File: config.mk
export PLATFORM = sky130hd
export DESIGN_NAME = mbus_ram_io_slave
export DESIGN_NICKNAME = d
export VERILOG_FILES = /design/src/rtl/mbus_pkg.sv /design/src/rtl/mbus_addr_latch.sv /design/src/rtl/mbus_strobe_ctrl.sv /design/src/rtl/mbus_ram.sv /design/src/rtl/mbus_ram_io_slave.sv
export SDC_FILE = /design/constraint.sdc
export NUM_CORES = 2
export LEC_CHECK = 0
export ABC_CLOCK_PERIOD_IN_PS = 2800
export BUFFER_PORTS_ARGS = -buffer_cell sky130_fd_sc_hd__buf_4
export CORE_MARGIN = 5
export CORE_UTILIZATION = 55
export DETAILED_ROUTE_END_ITERATION = 8
export PLACE_DENSITY = 0.8
export SYNTH_ARGS = -nofsm -noshare
export SYNTH_HDL_FRONTEND = slang
export SYNTH_SLANG_ARGS = --single-unit
export TNS_END_PERCENT = 10
File: constraint.sdc
create_clock -name clk -period 2.8 [get_ports clk]
set_input_delay 0.14 -clock clk [delete_from_list [all_inputs] [get_ports clk]]
set_output_delay 0.14 -clock clk [all_outputs]
set_load 0.005 [all_outputs]
File: src/rtl/mbus_pkg.sv
package mbus_pkg;
   typedef enum logic {
      TGT_RAM = 1'b0,
      TGT_IO  = 1'b1
   } target_e;
endpackage

File: src/rtl/mbus_addr_latch.sv
module mbus_addr_latch #(
   parameter int ADDR_W         = 8,
   parameter int BUS_W          = 8,
   parameter bit CE_ACTIVE_HIGH = 1'b0
) (
   input  logic                 clk,
   input  logic                 rst,
   input  logic                 ale,
   input  logic                 ce_pin,
   input  logic                 io_sel,
   input  logic [BUS_W-1:0]     bus_in,
   output logic [ADDR_W-1:0]    addr_o,
   output logic                 sel_o,
   output mbus_pkg::target_e    tgt_o
);
   import mbus_pkg::*;

   if (ADDR_W > BUS_W) begin : g_bad_width
      $error("mbus_addr_latch: ADDR_W must not exceed BUS_W");
   end

   logic ale_q;
   logic ce_hit;
   logic capture;

   if (CE_ACTIVE_HIGH) begin : g_ce_high
      assign ce_hit = ce_pin;
   end else begin : g_ce_low
      assign ce_hit = ~ce_pin;
   end

   assign capture = ale_q & ~ale;

   always_ff @(posedge clk) begin
      if (rst) begin
         ale_q  <= 1'b0;
         addr_o <= '0;
         sel_o  <= 1'b0;
         tgt_o  <= TGT_RAM;
      end else begin
         ale_q <= ale;
         if (capture) begin
            addr_o <= bus_in[ADDR_W-1:0];
            sel_o  <= ce_hit;
            tgt_o  <= target_e'(io_sel);
         end
      end
   end


   addr_hold_chk: assert property (@(posedge clk) disable iff (rst)
      !(ale_q && !ale) |=> $stable(addr_o));


   sel_hold_chk: assert property (@(posedge clk) disable iff (rst)
      !(ale_q && !ale) |=> ($stable(sel_o) && $stable(tgt_o)));


   sel_reset_chk: assert property (@(posedge clk) disable iff (rst)
      $past(rst) |-> !sel_o);
endmodule

File: src/rtl/mbus_strobe_ctrl.sv
module mbus_strobe_ctrl (
   input  logic clk,
   input  logic rst,
   input  logic rd_n,
   input  logic wr_n,
   input  logic sel,
   output logic rd_on,
   output logic rd_start,
   output logic wr_commit
);
   logic rd_act;
   logic wr_act;
   logic wr_q;

   assign rd_act    = ~rd_n & wr_n & sel;
   assign wr_act    = ~wr_n & rd_n & sel;
   assign wr_commit = wr_act & ~wr_q;

   always_ff @(posedge clk) begin
      if (rst) begin
         rd_on    <= 1'b0;
         rd_start <= 1'b0;
         wr_q     <= 1'b0;
      end else begin
         rd_on    <= rd_act;
         rd_start <= rd_act & ~rd_on;
         wr_q     <= wr_act;
      end
   end


   no_conflict_chk: assert property (@(posedge clk) disable iff (rst)
      (!rd_n && !wr_n) |=> !rd_on);


   single_commit_chk: assert property (@(posedge clk) disable iff (rst)
      wr_commit |=> !wr_commit);


   oe_cause_chk: assert property (@(posedge clk) disable iff (rst)
      rd_on |-> $past(!rd_n && sel));


   rd_pulse_chk: assert property (@(posedge clk) disable iff (rst)
      rd_start |=> !rd_start);
endmodule

File: src/rtl/mbus_ram.sv
module mbus_ram #(
   parameter int ADDR_W = 8,
   parameter int DATA_W = 8
) (
   input  logic              clk,
   input  logic              we,
   input  logic [ADDR_W-1:0] addr,
   input  logic [DATA_W-1:0] wdata,
   output logic [DATA_W-1:0] rdata
);
   localparam int DEPTH = 1 << ADDR_W;

   if (ADDR_W > 12) begin : g_bad_depth
      $error("mbus_ram: ADDR_W too large for an internal array");
   end

   logic [DATA_W-1:0] mem [DEPTH];

   always_ff @(posedge clk) begin
      if (we) begin
         mem[addr] <= wdata;
      end
   end

   assign rdata = mem[addr];
endmodule

File: src/rtl/mbus_ram_io_slave.sv
module mbus_ram_io_slave #(
   parameter int DATA_W         = 8,
   parameter int ADDR_W         = 8,
   parameter bit CE_ACTIVE_HIGH = 1'b0
) (
   input  logic              clk,
   input  logic              rst,
   input  logic              ale,
   input  logic              rd_n,
   input  logic              wr_n,
   input  logic              ce_pin,
   input  logic              io_sel,
   input  logic [DATA_W-1:0] bus_in,
   output logic [DATA_W-1:0] bus_out,
   output logic              bus_oe,
   output logic [ADDR_W-1:0] reg_addr,
   output logic [DATA_W-1:0] reg_wdata,
   output logic              reg_wr,
   output logic              reg_rd,
   input  logic [DATA_W-1:0] reg_rdata
);
   import mbus_pkg::*;

   if (DATA_W < 1) begin : g_bad_data
      $error("mbus_ram_io_slave: DATA_W must be positive");
   end

   logic [ADDR_W-1:0] addr_l;
   logic              sel_l;
   target_e           tgt_l;
   logic              rd_on;
   logic              rd_start;
   logic              wr_commit;
   logic [DATA_W-1:0] ram_rdata;
   logic              ram_we;

   mbus_addr_latch #(
      .ADDR_W        (ADDR_W),
      .BUS_W         (DATA_W),
      .CE_ACTIVE_HIGH(CE_ACTIVE_HIGH)
   ) latch_i (
      .clk   (clk),
      .rst   (rst),
      .ale   (ale),
      .ce_pin(ce_pin),
      .io_sel(io_sel),
      .bus_in(bus_in),
      .addr_o(addr_l),
      .sel_o (sel_l),
      .tgt_o (tgt_l)
   );

   mbus_strobe_ctrl strobe_i (
      .clk      (clk),
      .rst      (rst),
      .rd_n     (rd_n),
      .wr_n     (wr_n),
      .sel      (sel_l),
      .rd_on    (rd_on),
      .rd_start (rd_start),
      .wr_commit(wr_commit)
   );

   assign ram_we = wr_commit & (tgt_l == TGT_RAM);

   mbus_ram #(
      .ADDR_W(ADDR_W),
      .DATA_W(DATA_W)
   ) ram_i (
      .clk  (clk),
      .we   (ram_we),
      .addr (addr_l),
      .wdata(bus_in),
      .rdata(ram_rdata)
   );

   always_ff @(posedge clk) begin
      if (rst) begin
         reg_wr    <= 1'b0;
         reg_wdata <= '0;
      end else begin
         reg_wr <= wr_commit & (tgt_l == TGT_IO);
         if (wr_commit && tgt_l == TGT_IO) begin
            reg_wdata <= bus_in;
         end
      end
   end

   assign reg_addr = addr_l;
   assign reg_rd   = rd_start & (tgt_l == TGT_IO);
   assign bus_oe   = rd_on;
   assign bus_out  = (tgt_l == TGT_IO) ? reg_rdata : ram_rdata;


   reg_wr_pulse_chk: assert property (@(posedge clk) disable iff (rst)
      reg_wr |=> !reg_wr);


   no_ram_on_io_chk: assert property (@(posedge clk) disable iff (rst)
      (tgt_l == TGT_IO) |-> !ram_we);


   reset_quiet_chk: assert property (@(posedge clk) disable iff (rst)
      $past(rst) |-> (!bus_oe && !reg_wr && !reg_rd));


   rd_pulse_with_oe_chk: assert property (@(posedge clk) disable iff (rst)
      reg_rd |-> (bus_oe && !$past(bus_oe)));
endmodule

==> results.txt <==
Routed via count: 44500
WP buf/inv: 5
Antenna violations before repair: 1
Worst Path Required: 2660 ps
Leakage power: 0.0304 uW
Area Overhead vs Synth: 19.9%
Rows: 140
Critical Path Max Stage Delay: 680 ps
Hold Path Sink: ram_i.mem[72][6]$_DFFE_PP_
Skew-Pair Late Insertion Delay: 840 ps
Post-synth ARST share: 0
Final instance area: 0.0959 sq mm
Fraction of layout instances using a drive strength above 1: 0.365
Largest regs: ram_i.mem (2048), latch_i.addr_o (8), reg_wdata (8)
GRT Util Overall: 0.273
Maximum number of pins on one net before global-route repair: 175
Synth warnings: 0
Crit path DAT: 4100 ps
Main synth FF type: edfxtp_1
Reg2reg end: ram_i.mem[144][5]$_DFFE_PP_
Hold Path Class: input pin to register
Status: finished with violations
Hold Vio Cnt, Final: 0
CP max stage cell: nor3_1
Non-filler cells, final: 6712
DRC Markers: 0
Max FO, Critical Path: 16
Yosys reg bits: 2079
Chip Width: 391 microns
R2r worst-path depth: 8
Routed WL: 213 mm
I/O Pins: 50
Gr ovfl total: 0
RSZ-0062 raised after global routing: yes
Max_slew headroom: 0.225
Peak VDD IR: 0.554 mV
Slew at the pin closest to its max-slew limit: 1160 ps
Top delay family on crit path: buffers and inverters
Vias in the first global route: 44900
Die Span Y: 391 microns
R2r startpoint: latch_i.sel_o$_SDFFE_PP0P_
Synth Instances: 3876
Register with the most flip-flops: ram_i.mem
Worst reg2reg setup slack: 100 ps
TritonCTS Sinks: 2079
WHS Path Cells: 1
Setup WS post-layout: -1440 ps
Final Skew: 43.8 ps
HP Start: bus_in[6]
Critical Path Stages: 10
Clock root cell: clkbuf_16
CTS tree: built
Avg WL per Cell: 31.7 microns
H-tree Lvls: 4
Final Critical Period: 4240 ps
Area of the core: 0.145 sq mm
Avg Vias per Cell: 6.63
Startpoint Class: register
Placed cell count: 6225
Final setup violation count: 8
CTS Buf Count: 195
HPWL Detailed: 123 mm
Fin crit share: 1.51
Crit path cell chain: buf_12 -> inv_2 -> buf_4 -> nand2_1 -> buf_12 -> nor3_1 -> o31ai_4 -> a41oi_4 -> o32a_1 -> buf_4
Mean area per synthesized cell: 20.6 sq um
Max Fclk: 0.236 GHz
Cell Area, Synth: 0.0800 sq mm
Distinct cells, synth: 38
Initial Utilization: 0.551
Clock Pin Slew Worst Setup and Hold Paths: 70 ps
Placed cell area: 0.0875 sq mm
Met1 Wirelength: 72.6 mm
Setup Crit Path Kind: register to output pin
GPL Wtd Cong: 0.884
Final hold slack: 134 ps
Register area share after synthesis: 0.776
Final Slew Violations: 0
Longest Clk Path Bufs: 3
Pwr/cell area: 651 mW/mm^2
Met3 routed WL: 25.1 mm
EDFF count, synth: 2048
Met2 routed WL: 105 mm
Worst Setup End Kind: output pin
Failing checks: negative setup slack
Die ar.: 0.153 sq mm
Max cap viols: 0
First-pass GRT wire length: 304 mm
Synth Net Count: 3899
Max FFs per register: 2048
Final layout net count: 4645
Highest metal used: met4
Iter 0 DRT Violations: 6675
Pre-Repair DR Iteration Count: 6
Post-route ant nets: 0
I/O Buffers: 49
==> cells by family (layout without fill, tap and decap cells) <==
| family | Yosys count | in the layout | synth area share |
|---|---|---|---|
| flip-flops | 2079 | 2079 | 0.776 |
| multiplexers | 608 | 608 | 0.147 |
| AND/OR/NAND/NOR | 535 | 535 | 0.0282 |
| AO/OA/AOI/OAI | 418 | 418 | 0.0357 |
| buffers and inverters | 236 | 1151 | 0.0134 |
| other | 0 | 4 | 0 |
==> placed cells by master, fill, tap and decap left out, types with 32 or more instances in the layout <==
master     Yosys  routed
nor3_1        35      32
a22oi_1      128      66
a22oi_2        0      62
clkinv_1       2      54
mux4_2       440     440
edfxtp_1    2048    2048
clkbuf_16      0     199
buf_12         0      81
buf_4         11     630
clkinv_2       0      35
a21oi_1       89      84
clkbuf_1     140      43
nor2_1       296     292
nand2_1      122     108
mux2_2       112     112
mux2i_1       56      52
o22ai_1       88      76
==> what timing repair did <==
item / in CTS / in global routing
cloned: 5 / 4
buffers inserted: 29 / 65
pin swaps: 12 / 30
hold buffers: 20 / 0
setup endpoints to repair: 46 / 179
hold endpoints to repair: 411 / 0
resized for setup: 99 / 115
==> metrics by stage <==
stage	power (uW)	setup WS [ps]	TNS [ps]	util
after global routing	64200	-1410	-10710	0.661
after CTS	62500	-1320	-10380	0.652
final	62500	-1440	-10480	0.661
after floorplan	35800	167	0	-
after detailed placement	37100	-1000	-5200	0.602
after global placement	37000	-937	-5080	0.602
==> metal layers <==
layer | vias to the layer above | GRT usage
li1 | 17600 | -
met1 | 22800 | 0.360
met2 | 3467 | 0.442
met3 | 593 | 0.0646
met4 | 0 | 0.118
met5 | - | 0
==> layout make-up <==
| cell class | count | area (sq um) |
|---|---|---|
| sequential | 2079 | 62100 |
| clock buffer | 240 | 5070 |
| clock inverter | 126 | 1130 |
| antenna | 4 | 10.0 |
| fill | 8443 | 49300 |
| tap | 1917 | 2400 |
| timing repair buffer | 782 | 7510 |
| multi-input combinational | 1561 | 17700 |
| inverter | 3 | 11.3 |
==> synth_stat cells (17+ instances only) <==
| cell | count | share of area |
|---|---|---|
| o31ai_1 | 24 | 0.0023 |
| o22ai_1 | 88 | 0.0069 |
| a21oi_1 | 89 | 0.0056 |
| mux2i_1 | 56 | 0.0070 |
| buf_2 | 55 | 0.0034 |
| buf_1 | 17 | 0.00080 |
| nand3_1 | 21 | 0.0013 |
| clkbuf_1 | 140 | 0.0066 |
| a211oi_1 | 33 | 0.0031 |
| dfxtp_1 | 31 | 0.0078 |
| nor3_1 | 35 | 0.0022 |
| mux4_2 | 440 | 0.12 |
| nor2_1 | 296 | 0.014 |
| nand2_1 | 122 | 0.0057 |
| a22oi_1 | 128 | 0.012 |
| mux2_2 | 112 | 0.016 |
| edfxtp_1 | 2048 | 0.77 |
==> worst max path at each step <==
stage | end | slack (ps)
2_1_floorplan | bus_out[1] | 170
3_3_place_gp | bus_out[3] | -940
3_5_place_dp | bus_out[3] | -1000
4_1_cts | bus_out[4] | -1320
5_1_grt | bus_out[1] | -1410
6_report | bus_out[1] | -1440
==> where the power goes <==
part | leakage, uW | total (uW) | internal [uW] | switching, uW
sequential | 0.0187 | 34200 | 34200 | 30.7
clock | 0.00300 | 25700 | 14000 | 11700
combinational | 0.00878 | 2560 | 1010 | 1560
total | 0.0304 | 62500 | 49200 | 13300
(Power assumes the default switching activity.)
